### config.mk
export PLATFORM = sky130hd
export DESIGN_NAME = rx_err_hold
export DESIGN_NICKNAME = d
export VERILOG_FILES = /design/src/rtl/rx_err_hold.sv
export SDC_FILE = /design/constraint.sdc
export NUM_CORES = 1
export LEC_CHECK = 0
export CAP_MARGIN = 25
export CORE_AREA = 10 10 115 117
export CTS_CLUSTER_SIZE = 40
export DETAILED_ROUTE_END_ITERATION = 10
export DIE_AREA = 0 0 125 127
export PLACE_DENSITY = 0.95
export SETUP_SLACK_MARGIN = 0.3
export SLEW_MARGIN = 10
export SYNTH_ARGS = -nofsm -noshare
export SYNTH_HDL_FRONTEND = slang
export SYNTH_SLANG_ARGS = --single-unit
### constraint.sdc
create_clock -name clk -period 4.4 [get_ports clk]
set_clock_uncertainty 0.05 [all_clocks]
set_input_delay 0.88 -clock clk [delete_from_list [all_inputs] [get_ports clk]]
set_output_delay 0.88 -clock clk [all_outputs]
set_load 0.05 [all_outputs]
### src/rtl/rx_err_hold.sv
module rx_err_hold #(
  parameter int          SW          = 24,
  parameter int          CSW         = 48,
  parameter logic [47:0] MON_MASK    = 48'h0000_0F00_00FF,
  parameter int          HOLD_FRAMES = 4
) (
  input  logic           clk,
  input  logic           rst_n,
  input  logic           locked,
  input  logic           mute_en,
  input  logic           sf_valid,
  input  logic           sf_ch,
  input  logic [31:4]    sf_word,
  input  logic           blk_end,
  input  logic [CSW-1:0] blk_cs,
  output logic           out_valid,
  output logic           out_ch,
  output logic [SW-1:0]  out_sample,
  output logic           err,
  output logic           cs_upd
);
  localparam int CW = $clog2(HOLD_FRAMES + 1);
  localparam logic [CW-1:0] HOLD_INIT = CW'(HOLD_FRAMES);

  logic [CW-1:0]  hold_cnt;
  logic [SW-1:0]  last_q [2];
  logic [CSW-1:0] prev_cs;
  logic           have_prev;

  wire          par_bad = ^sf_word;
  wire [SW-1:0] sample  = sf_word[4 +: SW];
  wire          cmp_ok  = blk_end && locked && have_prev;
  wire          cs_chg  = cmp_ok && |((blk_cs ^ prev_cs) & MON_MASK[CSW-1:0]);

  assign err = !locked || (hold_cnt != '0);

  always_ff @(posedge clk or negedge rst_n) begin
    if (!rst_n) begin
      hold_cnt <= '0;
    end else if (!locked || cs_chg) begin
      hold_cnt <= HOLD_INIT;
    end else if (sf_valid && sf_ch && hold_cnt != '0) begin
      hold_cnt <= hold_cnt - CW'(1);
    end
  end

  always_ff @(posedge clk or negedge rst_n) begin
    if (!rst_n) begin
      last_q[0]  <= '0;
      last_q[1]  <= '0;
      out_valid  <= 1'b0;
      out_ch     <= 1'b0;
      out_sample <= '0;
    end else begin
      out_valid <= sf_valid;
      if (sf_valid) begin
        out_ch <= sf_ch;
        if (!par_bad) last_q[sf_ch] <= sample;
        if (mute_en && err)  out_sample <= '0;
        else if (par_bad)    out_sample <= last_q[sf_ch];
        else                 out_sample <= sample;
      end
    end
  end

  always_ff @(posedge clk or negedge rst_n) begin
    if (!rst_n) begin
      prev_cs   <= '0;
      have_prev <= 1'b0;
      cs_upd    <= 1'b0;
    end else begin
      cs_upd <= cmp_ok && (blk_cs == prev_cs);
      if (!locked) begin
        have_prev <= 1'b0;
      end else if (blk_end) begin
        prev_cs   <= blk_cs;
        have_prev <= 1'b1;
      end
    end
  end

  a_r1_pass: assert property (@(posedge clk) disable iff (!rst_n)
    sf_valid && !par_bad && !(mute_en && err) |=> out_valid && out_sample == $past(sample));
  a_r3_hold_own_ch: assert property (@(posedge clk) disable iff (!rst_n)
    sf_valid && par_bad && !(mute_en && err) |=> out_sample == $past(last_q[sf_ch]) && out_ch == $past(sf_ch));
  a_r4_unlock_err: assert property (@(posedge clk) disable iff (!rst_n)
    !locked |=> err);
  a_r5_cs_err: assert property (@(posedge clk) disable iff (!rst_n)
    cs_chg |=> err && !cs_upd);
  a_r6_release: assert property (@(posedge clk) disable iff (!rst_n)
    $fell(err) |-> locked && $past(sf_valid && sf_ch));
  a_r7_mute: assert property (@(posedge clk) disable iff (!rst_n)
    sf_valid && mute_en && err |=> out_sample == '0);
  a_r8_upd_src: assert property (@(posedge clk) disable iff (!rst_n)
    cs_upd |-> $past(blk_end && locked));
endmodule

==> results.sh, run 1 <==
export IMPL_path_max_fanout=18
export IMPL_drt_pass1_iter_count=5
export IMPL_power_density_nw_per_um2=668
export IMPL_ys_ff_latch=127
export IMPL_path_clk_slew_ps=60
export IMPL_yosysWarnings=0
export IMPL_grt_pass1_wl_mm=23.2
export IMPL_core_area_sq_um=11100
export IMPL_synthTopCellsByArea="dfrtp_1 52%, mux2_2 18%, xnor2_1 6.4%"
export IMPL_rsz0062_at_grt="false"
export IMPL_areaGrowthSynthToFinish_pct=29.2
export IMPL_crit_required_ps=4640
export IMPL_io_buffer_count=110
export IMPL_ys_seq_area_share_pct=51.9
export IMPL_drtAntennaViolNets=0
export IMPL_drtIter0Drc=281
export IMPL_rows=39
export IMPL_wl_per_cell_um=19.1
export IMPL_yosysTopAreaCell="dfrtp_1"
export IMPL_first_global_vias=4433
export IMPL_synth_nets=540
export IMPL_leakage_uw=0.00341
export IMPL_multiInputGateArea_sq_um=2730
export IMPL_antennaDiodeCount=0
export IMPL_finalCriticalPeriod_ps=3460
export IMPL_gp_congestion=0.816
export IMPL_gr_total_overflow=0
export IMPL_clockBufferDepth=2
export IMPL_netlist_instances=455
export IMPL_status="complete, no violations"
export IMPL_synth_common_cells="127 x dfrtp_1, 100 x mux2_2, 45 x xnor2_1, 27 x inv_1, 27 x xor2_1"
export IMPL_regArea_sq_um=3180
export IMPL_min_path_cells=1
export IMPL_synthArstFlopShare_pct=100
export IMPL_max_freq_ghz=0.289
export IMPL_hold_class="register to register"
export IMPL_finalNetCount=657
export IMPL_ios=111
export IMPL_slew_headroom_pct=36.0
export IMPL_finalWorstSetupSlack_ps=936
export IMPL_finalMaxSlewViolations=0
export IMPL_htree_num_levels=4
export IMPL_synth_cell_types=27
export IMPL_dp_slack_ps=582
export IMPL_clock_sinks=127
export IMPL_cts_resized=0
export IMPL_period_share_pct=78.7
export IMPL_yosys_cell_count_top_type="dfrtp_1"
export IMPL_vias=3941
export IMPL_worstHoldStart="have_prev$_DFFE_PN0P_"
export IMPL_netlist_area_leader_share_pct=51.9
export IMPL_synth_edff_count=0
export IMPL_root_buffer="clkbuf_16"
export IMPL_synth_main_ff_cell="dfrtp_1"
export IMPL_grt_usage_pct=18.0
export IMPL_die_x_um=125
export IMPL_cp_start_kind="primary input"
export IMPL_cts_tree="yes"
export IMPL_drcViolationCount=0
export IMPL_critPathKind="primary input to register"
export IMPL_hpwl_mm=9.87
export IMPL_antenna_found_initial=0
export IMPL_crit_start="sf_word[17]"
export IMPL_postRouteWirelength_mm=13.9
export IMPL_hold_violations=0
export IMPL_rr_worst_depth=7
export IMPL_fp_dieH_um=127
export IMPL_ff2ff_setup_slack_ps=2310
export IMPL_nFillCells=724
export IMPL_syn_cell_area_sq_um=6120
export IMPL_timing_rr_end="out_sample[23]$_DFFE_PN0P_"
export IMPL_viasPerCell=5.42
export IMPL_initial_core_util_pct=55.0
export IMPL_crit_path_end_kind="register"
export IMPL_cts_made_buffers=17
export IMPL_cap_violations=0
export IMPL_die_area_sq_um=15900
export IMPL_utilization_pct=71.0
export IMPL_grt_max_degree=73
export IMPL_whs_endpoint="have_prev$_DFFE_PN0P_"
export IMPL_post_cts_setup_buffers=0
export IMPL_ir_drop_v=0.000516
export IMPL_clk_latency_ps=410
export IMPL_reg2reg_from="hold_cnt[0]$_DFFE_PN0P_"
export IMPL_worst_pin_slew_ps=958
export IMPL_final_setup_tns_ps=0
export IMPL_drive_above_1_share_pct=27.7
export IMPL_critPathArrivalTime_ps=3710
export IMPL_ctsHoldBuffers=0
export IMPL_avgSynthCellArea_sq_um=13.4
export IMPL_setup_violations=0
stage by stage:
| stage | total power, uW | hold WS [ps] | cells | instance area, sq um |
|---|---|---|---|---|
| 5_1_grt | 5540 | 468 | 727 | 7900 |
| 3_5_place_dp | 4020 | 422 | 695 | 7350 |
| 3_3_place_gp | 3920 | 411 | 695 | 7350 |
| 6_report | 5280 | 437 | 727 | 7900 |
| 4_1_cts | 5310 | 439 | 726 | 7880 |
| 2_1_floorplan | 3430 | 402 | 455 | 6120 |
kinds of logic after synthesis:
group | count (synthesis) | synth area share (%)
compound gates | 28 | 2.86
xor+xnor | 75 | 11.3
simple gates | 31 | 2.72
fa+ha+maj | 2 | 0.409
flops | 127 | 51.9
buf+inv | 48 | 3.52
mux | 144 | 27.2
metal layers:
metal / GRT usage (%) / wire length, um / up-vias
met3: 7.86 / 949 / 13
met4: 4.61 / 120 / 0
li1: - / - / 1819
met2: 29.4 / 6910 / 124
met5: 0 / 0 / -
met1: 21.4 / 5900 / 1985
power breakdown:
group	switching [uW]	total [uW]	leakage (uW)	internal (uW)
Combinational	1100	2200	0.00160	1100
Clock	475	1260	0.000275	783
Sequential	238	1820	0.00153	1580
worst max-delay path by stage:
stage | endpoint | slack, ps
2_1_floorplan | last_q[24]$_DFFE_PN0P_ | 1390
3_3_place_gp | last_q[28]$_DFFE_PN0P_ | 630
3_5_place_dp | last_q[31]$_DFFE_PN0P_ | 580
4_1_cts | last_q[29]$_DFFE_PN0P_ | 950
5_1_grt | last_q[29]$_DFFE_PN0P_ | 890
6_report | last_q[29]$_DFFE_PN0P_ | 940
flip-flops by register name, summed over array words and instances (netlist names):
name	count
have_prev	1
out_ch	1
cs_upd	1
out_valid	1
out_sample	24
prev_cs	48
hold_cnt	3
last_q	48
cells in the final DEF, fill, tap and decap left out, types with 3 or more instances in the layout:
master             n
clkbuf_16         17
clkdlybuf4s50_1  109
xnor2_1           45
nor2_1             3
inv_1             27
mux2_2           100
nand2_1            5
xor2_1            27
dfrtp_1          127
nor4_1             7
clkbuf_8           5
mux2i_1           24
o22ai_1           24
clkinv_2           7
nand4_1            7
buf_4              9
mux2_4            20
critical path, stage by stage:
cell and delay, ps:
clkdlybuf4s50_1 570, xor2_1 310, xnor2_1 210, xnor2_2 160
xnor3_1 330, or3b_1 550, buf_4 330, mux2_4 340
cell type report:
class | instances | area share [%]
inverter | 27 | 1.28
timing repair buffer | 119 | 14.9
sequential | 127 | 40.2
multi-input combinational | 280 | 34.5
clock buffer | 24 | 6.35
tap | 143 | 2.26
clock inverter | 7 | 0.443
Note: power is estimated with default switching activity, not from simulation.
==> inputs of run 2 (changes only) <==
--- a/config.mk
+++ b/config.mk
@@ -6,11 +6,11 @@
 export NUM_CORES = 1
 export LEC_CHECK = 0
 export CAP_MARGIN = 25
-export CORE_AREA = 10 10 115 117
+export CORE_AREA = 10 10 119 121
 export CTS_CLUSTER_SIZE = 40
 export DETAILED_ROUTE_END_ITERATION = 10
-export DIE_AREA = 0 0 125 127
-export PLACE_DENSITY = 0.95
+export DIE_AREA = 0 0 129 131
+export PLACE_DENSITY = 0.89
 export SETUP_SLACK_MARGIN = 0.3
 export SLEW_MARGIN = 10
 export SYNTH_ARGS = -nofsm -noshare
==> constraint.sdc (replaced) <==
create_clock -name clk -period 3.5 [get_ports clk]
set_clock_uncertainty 0.05 [all_clocks]
set_input_delay 0.7 -clock clk [delete_from_list [all_inputs] [get_ports clk]]
set_output_delay 0.7 -clock clk [all_outputs]
set_load 0.05 [all_outputs]
==> results.sh, run 2 (synthesized netlist as in run 1, its figures left out) <==
export IMPL_status="complete, no violations"
export IMPL_critPathKind="primary input to register"
export IMPL_viasPerCell=5.41
export IMPL_grt_max_degree=67
export IMPL_nFillCells=830
export IMPL_final_setup_tns_ps=0
export IMPL_final_cell_mix="127 x dfrtp_1, 109 x clkdlybuf4s50_1, 100 x mux2_2, 45 x xnor2_1"
export IMPL_areaGrowthSynthToFinish_pct=31.1
export IMPL_slew_headroom_pct=36.8
export IMPL_design_area_sq_um=8020
export IMPL_cts_made_buffers=17
export IMPL_ctsHoldBuffers=0
export IMPL_drtAntennaViolNets=0
export IMPL_gr_total_overflow=0
export IMPL_path_clk_slew_ps=50
export IMPL_root_buffer="clkbuf_16"
export IMPL_rsz0062_at_grt="false"
export IMPL_first_global_vias=4517
export IMPL_ir_drop_v=0.000431
export IMPL_crit_path_end_kind="register"
export IMPL_grt_pass1_wl_mm=23.3
export IMPL_clockPowerShare_pct=26.2
export IMPL_cap_violations=0
export IMPL_gp_congestion=0.784
export IMPL_core_area_sq_um=11800
export IMPL_power_uw=6900
export IMPL_hpwl_mm=9.94
export IMPL_setup_violations=0
export IMPL_leakage_uw=0.00345
export IMPL_drive_above_1_share_pct=28.3
export IMPL_die_x_um=129
export IMPL_finalMaxSlewViolations=0
export IMPL_cts_resized=0
export IMPL_switchingPower_uw=2310
export IMPL_max_freq_ghz=0.336
export IMPL_cts_tree="yes"
export IMPL_wl_per_cell_um=19.2
export IMPL_period_share_pct=85.1
export IMPL_antennaDiodeCount=0
export IMPL_htree_num_levels=4
export IMPL_critPathArrivalTime_ps=3220
export IMPL_path_max_fanout=18
export IMPL_hold_violations=0
export IMPL_initial_core_util_pct=51.8
export IMPL_seqPwrFrac_pct=33.1
export IMPL_dpl_instance_area_sq_um=7410
export IMPL_worst_pin_slew_ps=945
export IMPL_rows=40
export IMPL_clk_latency_ps=410
export IMPL_clock_sinks=127
export IMPL_grt_usage_pct=17.6
export IMPL_hold_class="primary input to asynchronous set/reset pin"
export IMPL_antenna_found_initial=0
export IMPL_hold_ws_ps=340
export IMPL_internal_power_uw=4590
export IMPL_top_regs="last_q: 48 flops, prev_cs: 48 flops, out_sample: 24 flops"
export IMPL_die_area_sq_um=16900
export IMPL_finalCriticalPeriod_ps=2980
export IMPL_crit_required_ps=3740
export IMPL_drcViolationCount=0
export IMPL_swShare_pct=33.4
export IMPL_cp_start_kind="primary input"
export IMPL_clockBufferDepth=2
export IMPL_ios=111
export IMPL_postRouteWirelength_mm=14.1
export IMPL_power_frac_comb_pct=40.7
export IMPL_finalNetCount=660
export IMPL_final_common_cell="dfrtp_1"
export IMPL_vias=3962
export IMPL_power_density_nw_per_um2=861
export IMPL_fp_dieH_um=131
export IMPL_drt_pass1_iter_count=6
export IMPL_io_buffer_count=110
export IMPL_drtIter0Drc=266
export IMPL_post_cts_setup_buffers=0
run 2: changes by cell type in the layout (fill, tap and decap cells not counted), sizes merged:
cell,change
buf,+3
bufinv,+2
clkbuf,+2
clkinv,-6
clkinvlp,+1
run 2: layout make-up:
class                   instances  area (sq um)  area share, %
clock buffers                  26           539           6.72
clock inverters                 4          72.6          0.905
inverters                      27           101           1.26
multi-input cells             280          2730           34.1
flip-flops and latches        127          3180           39.6
well taps                     147           184           2.29
repair buffers                122          1210           15.1
run 2: metrics by stage:
stage          util (%)  instances  setup slack [ps]
6_report           67.9        733               522
5_1_grt            67.9        733               430
4_1_cts            67.9        733               539
3_5_place_dp       62.7        703               129
3_3_place_gp       62.7        703               147
2_1_floorplan         -        455               674
run 2: final timing paths:
| kind | endpoint | depth (start not counted) | startpoint | slack (ps) |
|---|---|---|---|---|
| setup / recovery | last_q[31]$_DFFE_PN0P_ | 8 | sf_word[4] | 520 |
| hold / removal | last_q[45]$_DFFE_PN0P_ | 1 | rst_n | 340 |
| setup reg to reg | out_sample[4]$_DFFE_PN0P_ | 7 | hold_cnt[0]$_DFFE_PN0P_ | 1440 |
| hold reg to reg | have_prev$_DFFE_PN0P_ | 1 | have_prev$_DFFE_PN0P_ | 440 |
| max in group asynchronous | prev_cs[36]$_DFFE_PN0N_ | 2 | rst_n | 2080 |
| min in group clk | have_prev$_DFFE_PN0P_ | 1 | have_prev$_DFFE_PN0P_ | 440 |
run 2: routing by layer:
| layer | routed length (um) | share of wire (%) | GRT usage, % |
|---|---|---|---|
| met1 | 5870 | 42 | 20.2 |
| met2 | 7200 | 51 | 30.5 |
| met3 | 927 | 6.6 | 6.61 |
| met4 | 77 | 0.55 | 3.95 |
| met5 | 0 | 0 | 0 |
run 2: worst max-delay path, cell delays in order:
cell	delay [ps]
clkdlybuf4s50_1	580
xnor2_1	170
xnor2_1	170
xnor2_1	170
xnor3_2	490
or3b_1	430
buf_12	190
mux2_4	310
run 2: power groups by stage:
stage / clock network (uW) / registers (uW) / logic, uW
after global routing: 1900 / 2340 / 2990
after global placement: 0 / 2250 / 2740
final: 1810 / 2280 / 2810
after floorplan: 0 / 2680 / 1630
after detailed placement: 0 / 2290 / 2820
after CTS: 1830 / 2280 / 2840
==> inputs of run 3 (changes only) <==
--- a/config.mk
+++ b/config.mk
@@ -5,12 +5,13 @@
 export SDC_FILE = /design/constraint.sdc
 export NUM_CORES = 1
 export LEC_CHECK = 0
+export ABC_AREA = 1
 export CAP_MARGIN = 25
-export CORE_AREA = 10 10 119 121
+export CORE_AREA = 10 10 123 125
 export CTS_CLUSTER_SIZE = 40
 export DETAILED_ROUTE_END_ITERATION = 10
-export DIE_AREA = 0 0 129 131
-export PLACE_DENSITY = 0.89
+export DIE_AREA = 0 0 133 135
+export PLACE_DENSITY = 0.81
 export SETUP_SLACK_MARGIN = 0.3
 export SLEW_MARGIN = 10
 export SYNTH_ARGS = -nofsm -noshare
==> results.sh, run 3 <==
export IMPL_first_global_vias=5886
export IMPL_wl_per_cell_um=14.8
export IMPL_path_cells="clkdlybuf4s50_1 > nand3_1 > clkdlybuf4s50_1"
export IMPL_final_common_cell="nand2_1"
export IMPL_vias=5961
export IMPL_drtAntennaViolNets=0
export IMPL_clk_latency_ps=420
export IMPL_grt_max_degree=62
export IMPL_finalNetCount=1053
export IMPL_finalCriticalPeriod_ps=2970
export IMPL_hold_class="primary input to asynchronous set/reset pin"
export IMPL_netlist_instances=858
export IMPL_timing_rr_end="out_sample[7]$_DFFE_PN0P_"
export IMPL_fp_dieH_um=135
export IMPL_reg2reg_from="hold_cnt[0]$_DFFE_PN0P_"
export IMPL_cpMostUsedCell="clkdlybuf4s50_1"
export IMPL_synth_compound_area_share_pct=7.23
export IMPL_antennaDiodeCount=0
export IMPL_synth_top_family_by_area="simple AND/OR/NAND/NOR gates"
export IMPL_synthArstFlopShare_pct=100
export IMPL_core_area_sq_um=12600
export IMPL_cts_tree="yes"
export IMPL_ys_ff_latch=127
export IMPL_finalWorstSetupSlack_ps=533
export IMPL_root_buffer="clkbuf_16"
export IMPL_drtIter0Drc=371
export IMPL_gr_total_overflow=0
export IMPL_cap_violations=0
export IMPL_cp_start_kind="primary input"
export IMPL_critPathKind="primary input to output pin"
export IMPL_max_freq_ghz=0.337
export IMPL_rows=41
export IMPL_ys_seq_area_share_pct=47.0
export IMPL_netlist_area_leader_share_pct=47.0
export IMPL_critPathArrivalTime_ps=2220
export IMPL_synth_main_ff_cell="dfrtp_1"
export IMPL_ios=111
export IMPL_power_density_nw_per_um2=604
export IMPL_postRouteWirelength_mm=17.1
export IMPL_leakage_uw=0.00437
export IMPL_synth_cell_types=34
export IMPL_grt_pass1_wl_mm=28.6
export IMPL_yosys_cell_count_top_type="nand2_1"
export IMPL_cts_resized=0
export IMPL_setup_violations=0
export IMPL_worst_pin_slew_ps=624
export IMPL_yosys_area_share_simple_pct=31.4
export IMPL_fin_cells=1153
export IMPL_rsz0062_at_grt="false"
export IMPL_yosysTopAreaCell="dfrtp_1"
export IMPL_drt_pass1_iter_count=4
export IMPL_rr_worst_depth=7
export IMPL_synthMuxAreaShare_pct=3.55
export IMPL_cts_made_buffers=17
export IMPL_yosysWarnings=0
export IMPL_synth_common_cells="386 x nand2_1, 127 x dfrtp_1, 59 x nand3_1, 34 x nand2_2, 31 x inv_1"
export IMPL_final_cell_mix="386 x nand2_1, 127 x dfrtp_1, 109 x clkdlybuf4s50_1, 59 x nand3_1, 34 x nand2_2"
export IMPL_io_buffer_count=110
export IMPL_period_share_pct=84.8
export IMPL_crit_path_max_incr_delay_ps=830
export IMPL_hpwl_mm=11.7
export IMPL_hold_ws_ps=238
export IMPL_crit_path_end_kind="output pin"
export IMPL_path_clk_slew_ps=50
export IMPL_slew_headroom_pct=58.4
export IMPL_hold_violations=0
export IMPL_power_uw=5180
export IMPL_finalMaxSlewViolations=0
export IMPL_viasPerCell=5.17
export IMPL_die_x_um=133
export IMPL_dpl_cell_count=1121
export IMPL_die_area_sq_um=18000
export IMPL_path_max_fanout=5
export IMPL_gp_congestion=0.844
export IMPL_slowest_stage="clkdlybuf4s50_1"
export IMPL_post_cts_setup_buffers=0
export IMPL_ir_drop_v=0.000377
export IMPL_ctsHoldBuffers=0
export IMPL_antenna_found_initial=0
export IMPL_htree_num_levels=4
export IMPL_drive_above_1_share_pct=13.8
export IMPL_synth_nets=943
export IMPL_final_setup_tns_ps=0
export IMPL_top_regs="last_q: 48 flops, prev_cs: 48 flops, out_sample: 24 flops"
export IMPL_synth_xor_area_share_pct=4.40
export IMPL_syn_cell_area_sq_um=6770
export IMPL_ff2ff_setup_slack_ps=1900
export IMPL_avgSynthCellArea_sq_um=7.88
export IMPL_crit_required_ps=2750
export IMPL_grt_usage_pct=19.6
export IMPL_synthTopCellsByArea="dfrtp_1 47%, nand2_1 21%, nand3_1 4.4%"
export IMPL_clockBufferDepth=2
export IMPL_areaGrowthSynthToFinish_pct=26.7
export IMPL_status="complete, no violations"
export IMPL_dp_slack_ps=558
export IMPL_synth_edff_count=0
export IMPL_clock_sinks=127
export IMPL_drcViolationCount=0
export IMPL_initial_core_util_pct=53.8
export IMPL_synthAdderAreaFrac_pct=0.370
==> run 3: cell types whose count changed after synthesis, moves of 20 or more <==
cell | before | now
o21ai_2 | 0 | 28
o21ai_0 | 2 | 25
nand3_1 | 2 | 59
o22ai_1 | 24 | 2
nand2_2 | 0 | 34
mux2_4 | 20 | 0
nand2_1 | 6 | 386
mux2_2 | 100 | 0
inv_2 | 0 | 23
xnor2_1 | 45 | 18
==> run 3: worst max-delay path: cells and delay by family <==
| kind | cells | cell delay [ps] |
|---|---|---|
| buffers and inverters | 2 | 1340 |
| AND/OR/NAND/NOR | 1 | 180 |
==> run 3: metal layers <==
metal	global-route usage [%]	vias up	wire, um
li1	-	2940	-
met1	24.4	2815	7340
met2	32.6	184	8310
met3	5.16	22	1210
met4	6.17	0	250
met5	0	-	0
==> run 3: worst max path at each step <==
stage,cells past startpoint,from,endpoint
3_3_place_gp,3,locked,err
4_1_cts,3,locked,err
6_report,3,locked,err
2_1_floorplan,5,locked,out_sample[10]$_DFFE_PN0P_
5_1_grt,3,locked,err
3_5_place_dp,3,locked,err
==> run 3: report_power, final <==
part	internal, uW	switching [uW]
Sequential	1850	231
Combinational	587	823
Clock	1080	615
Total	3510	1670
==> run 3: cell families (layout without fill, tap and decap cells) <==
family	after synthesis	in the layout
adder cells (fa/ha/maj)	2	2
AND/OR/NAND/NOR	510	510
XOR/XNOR	34	34
flip-flops	127	127
buffers and inverters	88	211
multiplexers	24	24
AO/OA/AOI/OAI	73	73
==> run 3: final cells by class <==
cell class | instances | area [sq um]
Sequential cell | 127 | 3180
Fill cell | 985 | 4000
Multi-Input combinational cell | 643 | 3180
Clock inverter | 7 | 85.1
Inverter | 55 | 206
Tap cell | 172 | 215
Timing Repair Buffer | 124 | 1230
Clock buffer | 25 | 475
==> run 3: through the flow <==
step                util [%]  area [sq um]
floorplan                  -          6770
global placement        63.7          8010
detailed placement      63.7          8010
CTS                     68.2          8570
global route            68.2          8570
finish                  68.2          8570
